### src/rtl/nand_remap.sv
module nand_remap #(
  parameter int unsigned ENTRIES    = 32,
  parameter int unsigned EW         = 8,
  parameter int unsigned OFFW       = 17,
  parameter int unsigned PW         = 4,
  parameter int unsigned PW_DEF     = 3,
  parameter int unsigned ADDR_BYTES = 5,
  parameter int unsigned WB_CYC     = 4,
  parameter logic [7:0]  CMD_RD     = 8'h00,
  parameter logic [7:0]  CMD_GO     = 8'h30
) (
  input  logic                               clk,
  input  logic                               rst,
  input  logic [PW-1:0]                      cfg_pulse,
  input  logic                               nand_rb_n,
  input  logic [7:0]                         nand_dq_in,
  output logic                               nand_ce_n,
  output logic                               nand_cle,
  output logic                               nand_ale,
  output logic                               nand_we_n,
  output logic                               nand_re_n,
  output logic [7:0]                         nand_dq_out,
  output logic                               nand_dq_oe,
  output logic                               init_done,
  input  logic                               xl_req,
  input  logic [$clog2(ENTRIES)+OFFW-1:0]    xl_laddr,
  output logic                               xl_ack,
  output logic [EW-1:0]                      xl_pblk,
  output logic [OFFW-1:0]                    xl_offs
);
  localparam int unsigned IW  = $clog2(ENTRIES);
  localparam int unsigned LAW = IW + OFFW;
  localparam int unsigned ABW = (ADDR_BYTES > 1) ? $clog2(ADDR_BYTES) : 1;
  localparam int unsigned WBW = $clog2(WB_CYC + 1);

  typedef enum logic [2:0] {
    S_IDLE, S_CMD1, S_ADDR, S_CMD2, S_TWB, S_BUSY, S_READ, S_DONE
  } st_t;

  st_t            st;
  logic [PW-1:0]  wid, cnt;
  logic           ph;
  logic [ABW-1:0] abyte;
  logic [IW-1:0]  idx;
  logic [WBW-1:0] wcnt;
  logic           rb_s1, rb_s2;
  logic [EW-1:0]  map [ENTRIES];
  logic [PW:0]    lowcnt;

  wire strobing = (st == S_CMD1) || (st == S_ADDR) || (st == S_CMD2) || (st == S_READ);
  wire step     = strobing && (cnt == wid - 1'b1);
  wire byte_end = step && ph;
  wire capture  = step && !ph && (st == S_READ);

  always_ff @(posedge clk or posedge rst) begin
    if (rst) begin
      st    <= S_IDLE;
      wid   <= PW'(PW_DEF);
      cnt   <= '0;
      ph    <= 1'b0;
      abyte <= '0;
      idx   <= '0;
      wcnt  <= '0;
    end else begin
      if (strobing) begin
        if (step) begin
          cnt <= '0;
          ph  <= !ph;
        end else begin
          cnt <= cnt + 1'b1;
        end
      end
      case (st)
        S_IDLE: begin
          wid <= (cfg_pulse == '0) ? PW'(PW_DEF) : cfg_pulse;
          cnt <= '0;
          ph  <= 1'b0;
          st  <= S_CMD1;
        end
        S_CMD1: if (byte_end) begin
          abyte <= '0;
          st    <= S_ADDR;
        end
        S_ADDR: if (byte_end) begin
          if (abyte == ABW'(ADDR_BYTES - 1)) st <= S_CMD2;
          else abyte <= abyte + 1'b1;
        end
        S_CMD2: if (byte_end) begin
          wcnt <= '0;
          st   <= S_TWB;
        end
        S_TWB: begin
          if (wcnt == WBW'(WB_CYC - 1)) st <= S_BUSY;
          else wcnt <= wcnt + 1'b1;
        end
        S_BUSY: if (rb_s2) begin
          idx <= '0;
          cnt <= '0;
          ph  <= 1'b0;
          st  <= S_READ;
        end
        S_READ: if (byte_end) begin
          if (idx == IW'(ENTRIES - 1)) st <= S_DONE;
          else idx <= idx + 1'b1;
        end
        default: st <= S_DONE;
      endcase
    end
  end

  always_ff @(posedge clk or posedge rst) begin
    if (rst) begin
      rb_s1 <= 1'b0;
      rb_s2 <= 1'b0;
    end else begin
      rb_s1 <= nand_rb_n;
      rb_s2 <= rb_s1;
    end
  end

  always_ff @(posedge clk) begin
    if (capture) map[idx] <= nand_dq_in;
  end

  assign nand_ce_n   = (st == S_IDLE) || (st == S_DONE);
  assign nand_cle    = (st == S_CMD1) || (st == S_CMD2);
  assign nand_ale    = (st == S_ADDR);
  assign nand_we_n   = !((nand_cle || nand_ale) && !ph);
  assign nand_re_n   = !((st == S_READ) && !ph);
  assign nand_dq_oe  = nand_cle || nand_ale;
  assign nand_dq_out = (st == S_CMD2) ? CMD_GO : (st == S_CMD1) ? CMD_RD : 8'h00;

  assign init_done = (st == S_DONE);
  assign xl_ack    = xl_req && init_done;
  assign xl_pblk   = map[xl_laddr[LAW-1:OFFW]];
  assign xl_offs   = xl_laddr[OFFW-1:0];

  always_ff @(posedge clk or posedge rst) begin
    if (rst) lowcnt <= '0;
    else if (!nand_we_n || !nand_re_n) lowcnt <= lowcnt + 1'b1;
    else lowcnt <= '0;
  end

  p_latch_excl_r2: assert property (@(posedge clk) disable iff (rst)
    !(nand_cle && nand_ale));

  p_pulse_len_r3: assert property (@(posedge clk) disable iff (rst)
    lowcnt <= {1'b0, wid});

  p_no_read_busy_r4: assert property (@(posedge clk) disable iff (rst)
    ($fell(nand_re_n) && $past(st) == S_BUSY) |-> $past(rb_s2));

  p_done_sticky_r6: assert property (@(posedge clk) disable iff (rst)
    init_done |=> init_done);

  p_quiet_after_r6: assert property (@(posedge clk) disable iff (rst)
    init_done |-> (nand_we_n && nand_re_n && nand_ce_n));

  p_ack_needs_req_r8: assert property (@(posedge clk) disable iff (rst)
    xl_ack |-> xl_req);

  p_one_strobe_r2: assert property (@(posedge clk) disable iff (rst)
    !(!nand_we_n && !nand_re_n));

endmodule

### config.mk
export PLATFORM = sky130hd
export DESIGN_NAME = nand_remap
export DESIGN_NICKNAME = d
export VERILOG_FILES = /design/src/rtl/nand_remap.sv
export SDC_FILE = /design/constraint.sdc
export NUM_CORES = 1
export LEC_CHECK = 0
export ABC_AREA = 1
export BUFFER_PORTS_ARGS = -buffer_cell sky130_fd_sc_hd__clkbuf_2
export CAP_MARGIN = 30
export CELL_PAD_IN_SITES_DETAIL_PLACEMENT = 1
export CELL_PAD_IN_SITES_GLOBAL_PLACEMENT = 2
export CORE_MARGIN = 1.5
export CORE_UTILIZATION = 35
export CTS_BUF_LIST = sky130_fd_sc_hd__clkbuf_4 sky130_fd_sc_hd__clkbuf_8
export DETAILED_ROUTE_END_ITERATION = 7
export PLACE_DENSITY = 0.75
export SYNTH_ARGS = -nofsm -noshare
export SYNTH_HDL_FRONTEND = slang
export SYNTH_SLANG_ARGS = --single-unit
### constraint.sdc
create_clock -name clk -period 2.8 [get_ports clk]
set_input_delay 0.28 -clock clk [delete_from_list [all_inputs] [get_ports clk]]
set_output_delay 0.28 -clock clk [all_outputs]
set_load 0.03 [all_outputs]
After elaboration in Yosys (flattened, before gate mapping). Memories as Yosys holds them, arrays and structs flattened. Index checks and enable logic that the tools add are counted.

Flip-flop bits (word level): 25. Logic and storage cells: 93. Memories: 1. Output and inout bits: 41. Bits of input ports: 38. Memory bits (writable): 256.

Reductions and logical operators: 25. Mux-type cells: 31. Equality and inequality tests: 22. Add/subtract/negate cells: 5.

Memories: map (depth 32, bits a word 8, rd ports 1, clocked after Yosys merged registers in 0, write ports 1, line 47) `logic [EW-1:0] map [ENTRIES];`.

Operator list (count): $mux W3 (12); $pmux W3 S7 (1); $mux W4 (4); $ne A2 B2 Y1 const B (8); $eq A3 B3 Y1 const B (5); $mux W5 (3); $pmux W3 S2 (2); $pmux W5 S2 (1); $eq A3 B2 Y1 const B (3); $pmux W4 S2 (1); $reduce_and A4 Y1 (2); $reduce_and A8 Y1 (1); $logic_and A1 B1 Y1 (7); $add A3 B1 Y3 const B (2); $logic_or A1 B1 Y1 (6); $mux W6 (1); $ne A2 B1 Y1 const B (3); $reduce_bool A2 Y1 (3); $add A5 B1 Y5 const B (1); $eq A5 B5 Y1 const B (1); $mux W1 (5); $add A4 B1 Y4 const B (1); $eq A4 B4 Y1 (1); $logic_not A4 Y1 (1); other kinds (6) (8).

Longest topological paths before layout. Gate-level depths: netlist of run 1.

Depth after elaboration: 9. Depth in mapped cells: 18. Depth with buffers taken out: 18.

Worst setup path before layout of run 1. OpenSTA, ideal clock, no wires.

Path type: register to register. Start point: reg wid[0]. End point: mem map[0][0], enable pin. Data required time: 2430 ps. Library setup time: 370 ps. Clock period less this slack: 2640 ps. Path buffers: 0. Slack: 160 ps. Stages on the path, launching flop included: 15. Data arrival time: 2270 ps. Cell sequence: dfstp_2 inv_1 ha_1 nand2_1 inv_1 nor2_1 nand2_1 nor2_1 nand3_1 inv_1 ha_1 inv_1 nor2_1 nand2_1 nor2_1.

Word-level cells in the longest chain between the ends: 7.

RTL lines: from (decl) (line 41) `logic [PW-1:0] wid, cnt;`; from (signal assigned) (line 58) `wid <= PW'(PW_DEF);`; from (signal assigned) (line 75) `wid <= (cfg_pulse == '0) ? PW'(PW_DEF) : cfg_pulse;`; $sub A4 B1 Y4 (line 51) `wire step = strobing && (cnt == wid - 1'b1);`; $eq A4 B4 Y1 (line 51); $logic_and A1 B1 Y1 (line 51); $logic_and A1 B1 Y1 (2 in series) (line 53) `wire capture = step && !ph && (st == S_READ);`; $mux W1 (line 122) `if (capture) map[idx] <= nand_dq_in;`; $mux W1 (not written as such) (line 122); to (decl) (line 47).

No other way between the ends.

Final worst setup path of run 1.
Start point: reg wid[0]. End point: mem map[21][0], enable pin.

Same word-level chain as after synthesis.

==> results summary, run 1 <==
Power comes to 9.90 mW. The fraction of final layout cells with drive strength greater than 1 is ~15%. The final weighted congestion in routability-driven placement came out at ~0.75. The analysis attributes to cell leakage a power of 5.55 nW. The sequential-to-total area share from yosys stat came out at between 60 and 70%. For this design, the slowest cell found on the critical path is sky130_fd_sc_hd__dfstp_2. The clock tree skew after final layout is slightly below 40 ps. The post-place setup slack is -17.2 ps.

The half-perimeter wire length after detailed placement came out at roughly 21000 um. The wire length per cell is 19.5 um. The cell count after synthesis is 1143. The highest fanout seen on the critical path came out at 8. The count of standard-cell rows came out at 68. The total iterations of the first detailed-routing run is 4.

The number of max-capacitance violations reported is 0. The die width is 190 um. The number of max-slew violations in the final report came out at 0. 79 I/O pins were placed.

The floorplan die area came out at between 30000 and 40000 um2. The critical path is of the reg -> reg type. TritonCTS built the clock tree. The smallest clock period supported by the final layout is computed as ~2500 ps.

For this configuration, the core starts out at a cell density of 35.4%. The number of global-route vias before repair was 8760. The number of clock sinks is 281. From synthesis to final layout, the design area changed by 15.5%. The arrival time of data at the critical path endpoint is 2780 ps. The number of stages on the worst hold path came out at 1.

The largest incremental delay on the critical path is roughly 540 ps. The total clock buffers created by CTS is 46. The count of distinct cell types in the synthesized netlist is 30. The largest net degree at the start of global routing is 97. The core region area is 34400 um2. The total standard cell area after synthesis is 12200 um2. The highest clock rate came out at 395 MHz. The count of warnings emitted by yosys came out at 0. The worst register-to-register path has a depth of 16. The final net count is 1268.

For the pin with the worst max-slew slack, the measured transition is between 1000 and 1500 ps. The starting DRC count in detailed routing came out at roughly 530. The overall fraction of global-route tracks in use is 18.9%. The number of buffers on the longest clock path came out at 3. The number of diodes is 0. The hold violation count in the final report is 0. Clock-pin slew was measured on the worst setup and hold paths at around 60 ps. The endpoint type of the worst setup path is a register. The H-tree depth came out at 2.

The worst-skew pair later-pin latency is 580 ps. The DRC violations left is 0. The number of antenna violations at the first check in global routing is 0. The final antenna-violating net count is 0.

In this run the power density over the cells is 704 nW/um2. Cells fill 40.9% of the core in the end. The die outline height is ~190 um. The count of state elements after synthesis came out at 281. The via total after detailed routing is 8278. The worst setup path is launched from a register. The signal on the critical path passes through inv_1 > ha_4 > nand2_1 > inv_1 > nor2_1 > nand2_1 > nor2_1 > nand3_1 > inv_2 > ha_1 > inv_1 > nor2_4 > nand2_1 > buf_4 > nor2_1 > buf_4. The total routed wirelength is 33300 um.

Across the VDD grid, the largest voltage drop is 0.503 mV. The min-delay analysis places its worst path in the category in -> reg. The first global-routing pass estimated 51200 um of wire. The run finished with clean final reports. The aggregate global routing overflow is 0. The worst pin sits at a relative slew slack of 28.6%. The fraction of post-synthesis cell area in the top cell type by area is 63.1%.

The required time of the worst setup path came out at roughly 3100 ps. The worst path uses 90.4% of the clock period. Clock tree synthesis selected as its root buffer the cell sky130_fd_sc_hd__clkbuf_8. The library cell with the largest summed area after synthesis is sky130_fd_sc_hd__edfxtp_1. Setup repair after global routing left no endpoint under its margin. The least setup slack across all paths after layout is 270 ps.

The layout has 3869 filler cells. Averaged over all synthesized cells, the footprint is 10.7 um2. Ranked by total cell area, the synthesized netlist is headed by sky130_fd_sc_hd__edfxtp_1, sky130_fd_sc_hd__nand2_1, sky130_fd_sc_hd__nand3_1. The number of failing setup endpoints in the final timing report is 0. The count of input and output buffers came out at 38. The buffer count from post-CTS setup fixing is 0. The total negative setup slack came out at 0 ps. Using the TritonRoute via totals, the vias-per-cell ratio works out to around 4.8.
==> layout make-up <==
cell class	instances	area (um2)	share of cell area, %
well taps	455	569	4.05
flip-flops and latches	281	8320	59.1
clock inverters	24	140	0.996
repair buffers	100	797	5.67
multi-input cells	740	3310	23.5
inverters	48	183	1.30
clock buffers	61	752	5.35
==> cell usage after synthesis, drive strengths merged <==
library cell / count
a21oi: 7
a31oi: 2
buf: 66
clkbuf: 13
conb: 1
dfrtp: 23
dfstp: 2
edfxtp: 256
ha: 13
inv: 48
mux2i: 1
nand2: 419
nand3: 209
nand3b: 2
nand4: 2
nor2: 54
nor3b: 2
o21ai: 15
o22ai: 2
o31ai: 1
or2: 1
xnor2: 1
xor2: 3
==> routing by layer <==
metal	wire length [um]	GRT usage, %	up-vias
met5	0	0	-
met4	508	5.01	0
met3	932	2.67	44
met2	16300	32.4	115
met1	15500	25.3	4118
li1	-	-	4001
==> timing repair <==
action                     CTS  global route
setup endpoints to repair   31           256
pin swaps                    0             2
gates cloned                 0             0
hold endpoints to repair    13             0
gates resized for setup      1            14
hold buffers                 7             0
==> kinds of logic after synthesis <==
group,Yosys count,synth area share [%]
adders and majority gates,13,1.34
buffers and inverters,127,5.02
muxes,1,0.0822
AOI/OAI and AO/OA,27,1.29
and+or+nand+nor,689,23.7
DFF,281,68.2
xor gates and xnor gates,4,0.288
other,1,0.0308
==> worst max-delay path: cells and delay by family (launching register included) <==
| family | cells | cell delay [ps] |
|---|---|---|
| AND/OR/NAND/NOR | 8 | 690 |
| adder cells (fa/ha/maj) | 2 | 390 |
| buffers and inverters | 6 | 610 |
| flip-flops | 1 | 540 |
==> path summary, 6_finish.rpt <==
kind	start	endpoint	slack (ps)
setup / recovery	wid[0]	map[21][0]	270
hold / removal	nand_dq_in[6]	map[6][6]	150
setup reg to reg	wid[0]	map[21][0]	270
hold reg to reg	rb_s1	rb_s2	360
max in group asynchronous	rst	wid[0]	2010
min in group asynchronous	rst	rb_s1	260
==> state kept, by name, summed over array words and instances, names as in the netlist <==
signal	cells
ph	1
rb_s2	1
idx	5
cnt	4
rb_s1	1
wid	4
wcnt	3
st	3
abyte	3
map	256
==> per-stage QoR <==
stage | hold slack (ps) | cell area [um2] | instances
2_1_floorplan | 306 | 12200 | 1148
3_3_place_gp | 336 | 13000 | 1614
3_5_place_dp | 297 | 13000 | 1616
4_1_cts | 136 | 14000 | 1708
5_1_grt | 141 | 14100 | 1709
6_report | 150 | 14100 | 1709
==> cells in the final DEF, fill, tap and decap left out, types with 2 or more instances in the layout <==
| master | count |
|---|---|
| sky130_fd_sc_hd__a21oi_1 | 6 |
| sky130_fd_sc_hd__a31oi_1 | 2 |
| sky130_fd_sc_hd__buf_12 | 5 |
| sky130_fd_sc_hd__buf_16 | 2 |
| sky130_fd_sc_hd__buf_4 | 45 |
| sky130_fd_sc_hd__buf_6 | 3 |
| sky130_fd_sc_hd__clkbuf_2 | 37 |
| sky130_fd_sc_hd__clkbuf_4 | 14 |
| sky130_fd_sc_hd__clkbuf_8 | 47 |
| sky130_fd_sc_hd__clkinv_1 | 11 |
| sky130_fd_sc_hd__clkinv_2 | 10 |
| sky130_fd_sc_hd__conb_1 | 6 |
| sky130_fd_sc_hd__dfrtp_1 | 23 |
| sky130_fd_sc_hd__dfstp_2 | 2 |
| sky130_fd_sc_hd__dlygate4sd3_1 | 7 |
| sky130_fd_sc_hd__edfxtp_1 | 256 |
| sky130_fd_sc_hd__ha_1 | 12 |
| sky130_fd_sc_hd__inv_1 | 43 |
| sky130_fd_sc_hd__inv_2 | 4 |
| sky130_fd_sc_hd__nand2_1 | 417 |
| sky130_fd_sc_hd__nand2_2 | 2 |
| sky130_fd_sc_hd__nand3_1 | 207 |
| sky130_fd_sc_hd__nand3_2 | 2 |
| sky130_fd_sc_hd__nand3b_1 | 2 |
| sky130_fd_sc_hd__nand4_1 | 2 |
| sky130_fd_sc_hd__nor2_1 | 47 |
| sky130_fd_sc_hd__nor2_2 | 6 |
| sky130_fd_sc_hd__nor3b_1 | 2 |
| sky130_fd_sc_hd__o21ai_0 | 14 |
| sky130_fd_sc_hd__o22ai_1 | 2 |
| sky130_fd_sc_hd__xor2_1 | 3 |
==> power by group <==
part | switching [mW] | internal [mW] | total (mW)
clock | 1.64 | 1.85 | 3.50
combinational | 1.11 | 0.495 | 1.61
sequential | 0.0951 | 4.71 | 4.80
total | 2.85 | 7.05 | 9.90
(Power assumes the default switching activity.)
==> inputs of run 2 (changes only) <==
--- a/config.mk
+++ b/config.mk
@@ -17,2 +17,3 @@
 export PLACE_DENSITY = 0.75
+export RECOVER_POWER = 100
 export SYNTH_ARGS = -nofsm -noshare
==> constraint.sdc (replaced) <==
create_clock -name clk -period 2.8 [get_ports clk]
set_input_delay 0.56 -clock clk [delete_from_list [all_inputs] [get_ports clk]]
set_output_delay 0.56 -clock clk [all_outputs]
set_load 0.03 [all_outputs]
==> results summary, run 2 (synthesis gave the netlist of run 1 again) <==
The switching power as a share of total power came to 28.3% (was 28.8%). The number of clock sinks came out at 281 (unchanged). The hold violation count in the final report was 0 (unchanged). The ratio of final minimum period to clock period is 92.9% (was 90.4%).

The core region area is 34400 um2 (unchanged). The DRC violations left is 0 (unchanged). The global-route wire length before repair is 51700 um (was 51200 um). The total iterations of the first detailed-routing run came out at 5 (was 4). The footprint of the flip-flops and latches is 8320 um2 (unchanged). The highest clock rate came out at 384 MHz (was 395 MHz). The die width is 190 um (unchanged).

The number of buffers on the longest clock path came out at 3 (unchanged). The switching power of the nets is 2.81 mW (was 2.85 mW). The most numerous cell type found on the critical path is sky130_fd_sc_hd__nand2_1. Run status: finished with violations (was finished clean). The clock tree skew after final layout came out at 13.9 ps (was 38.7 ps).

The checks that failed: capacitance limit, slew limit. The total clock buffers created by CTS was 48 (was 46). The buffer and inverter count on the worst path is 4 (was 6).

The kind of critical path is in -> out (was reg -> reg). The hold-fix buffer count after cts is 0 (was 7). The cell area after placement came to 13100 um2 (was 13000 um2). The multi-input combinational cell area came out at 3300 um2 (was 3310 um2). The total power density per cell area was 706 nW/um2 (was 704 nW/um2). The startpoint class of the critical path was an input port (was register). Cells along the critical path: buf_4 > inv_4 > buf_12 > nand2_1 > nand3_1 > nand3_1 > nand2_1 > nand2_1 > nand2_1 > nand2_1 > nand2_1 > clkbuf_2 (was inv_1 > ha_4 > nand2_1 > inv_1 > nor2_1 > nand2_1 > nor2_1 > nand3_1 > inv_2 > ha_1 > inv_1 > nor2_4 > nand2_1 > buf_4 > nor2_1 > buf_4). The highest fanout seen on the critical path came to 32 (was 8). The headroom to the max-slew limit is -45.0% (was 28.6%). The final period demand of the worst path came out at 2600 ps (was 2530 ps). The number of antenna violations at the first check in global routing is 0 (unchanged). The most frequent standard cell in the layout excluding fill and tap cells was sky130_fd_sc_hd__nand2_1 (unchanged).

The endpoint type of the worst setup path is an output port (was register). The finished layout cell area is 14100 um2 (about the same). The number of diodes is 0 (unchanged). The fraction of final layout cells with drive strength greater than 1 was 14.9% (was 15.1%).

The number of max-slew violations in the final report came out at 253 (was 0). The wire length per cell is 19.5 um (about the same). The half-perimeter wire length after detailed placement came out at 21800 um (was 21100 um). The area overhead of the layout relative to synthesis is 15.4% (was 15.5%). The total routed wirelength came out at 33400 um (was 33300 um). The gate family responsible for the most delay along the worst path is simple AND/OR/NAND/NOR gates (unchanged). Largest regs: map (256), idx (5) (unchanged).

The via density per instance came out at 4.91 (was 4.84). The required time of the worst setup path came out at 2240 ps (was 3050 ps). The largest net degree at the start of global routing came out at 57 (was 97). The total negative setup slack is 0 ps (unchanged). The aggregate global routing overflow is 0 (unchanged).

The total design power is 9.92 mW (was 9.90 mW). The count of input and output buffers came out at 38 (unchanged). The final weighted congestion in routability-driven placement is 0.769 (was 0.752). The number of failing setup endpoints in the final timing report is 0 (unchanged). The worst-skew pair later-pin latency came out at 570 ps (was 580 ps). The least setup slack across all paths after layout is 198 ps (was 270 ps).

The overall fraction of global-route tracks in use came out at 19.1% (was 18.9%). The combinational fraction of design power was 15.9% (was 16.2%). The starting DRC count in detailed routing came to 559 (was 533). The clock tree from TritonCTS is done (unchanged). The internal power came to 7.11 mW (was 7.05 mW). The clock slew at the register clock pins of the worst setup and hold paths is 50 ps (was 60 ps). The largest vdd supply drop came out at 0.632 mV (was 0.503 mV). The number of stages on the worst hold path came out at 1 (unchanged). The count of standard-cell rows came out at 68 (unchanged).

The cell chosen for the clock root is sky130_fd_sc_hd__clkbuf_8 (unchanged). The power share of the clock group was 35.7% (was 35.3%). The largest incremental delay on the critical path is 210 ps (was 540 ps). The arrival time of data at the critical path endpoint came out at 2040 ps (was 2780 ps). The initial core utilization is 35.4% (unchanged). The worst-path cell with the longest stage delay was sky130_fd_sc_hd__clkbuf_2 (was sky130_fd_sc_hd__dfstp_2). The class of the tightest hold or removal check is in -> reg (unchanged). The total I/O pin count came to 79 (unchanged).

The final net count is 1274 (was 1268). The top register by number of flip-flops is map (unchanged). The floorplan die area came out at 35900 um2 (unchanged). The final antenna-violating net count is 0 (unchanged). The number of max-capacitance violations reported came out at 8 (was 0). The fraction of power consumed by sequential logic was 48.4% (was 48.5%). The post-place setup slack is 15.4 ps (was -17.2 ps). The share of the core filled with cells is 40.9% (about the same). The slew of the pin with the lowest slew margin came out at 2180 ps (was 1070 ps). The die outline height is 190 um (unchanged). The filler cell count in the final layout came out at 3849 (was 3869). The flip-flop count of the largest register, all copies and words added is 256 (unchanged). The logic depth of the worst path, buffers included came out at 12 (was 16). The leakage power of the design is 5.54 nW (was 5.55 nW). The logic depth of the worst register-to-register path was 16 (unchanged).

Setup repair after global routing missed its margin: yes (was no). The number of global-route vias before repair came out at 8797 (was 8760). The H-tree depth is 2 (unchanged).

Top library cells by usage in the layout, fill and taps aside: sky130_fd_sc_hd__nand2_1, sky130_fd_sc_hd__edfxtp_1, sky130_fd_sc_hd__nand3_1 (unchanged). The via total after detailed routing came to 8404 (was 8278).
-- run 2: layout make-up --
| type | instances | area share, % |
|---|---|---|
| clock buffer | 63 | 5.63 |
| clock inverter | 20 | 0.837 |
| inverter | 48 | 1.30 |
| multi-input combinational | 740 | 23.4 |
| sequential | 281 | 59.1 |
| tap | 455 | 4.05 |
| timing repair buffer | 104 | 5.59 |
-- run 2: final timing paths --
path	start	end	slack [ps]
setup / recovery	xl_laddr[17]	xl_pblk[6]	200
setup reg to reg	wid[0]	map[27][0]	220
max in group asynchronous	rst	idx[1]	1510
min in group asynchronous	rst	abyte[2]	450
hold / removal	nand_rb_n	rb_s1	110
hold reg to reg	rb_s1	rb_s2	340
-- run 2: through the flow --
stage,std cells,hold WS (ps)
floorplan,1148,331
global placement,1628,337
detailed placement,1628,336
CTS,1711,19.6
global route,1711,81.6
finish,1711,109
-- run 2: timing repair --
| item | CTS | global route |
|---|---|---|
| buffers inserted | 0 | 0 |
| setup endpoints to repair | 2 | 257 |
| pin swaps | 0 | 2 |
| resized for setup | 1 | 13 |
-- run 2: layer usage --
metal	GRT usage (%)	wire length, um
met1	24.9	14800
met2	32.6	16500
met3	3.21	1400
met4	5.56	677
met5	0	0
-- run 2: power groups by stage --
| stage | Sequential (mW) | Clock, mW | Combinational [mW] |
|---|---|---|---|
| final | 4.80 | 3.54 | 1.57 |
| after global routing | 4.82 | 3.81 | 1.79 |
| after CTS | 4.80 | 3.65 | 1.61 |
| after detailed placement | 4.89 | 0 | 1.60 |
| after global placement | 4.88 | 0 | 1.58 |
| after floorplan | 4.86 | 0 | 1.12 |
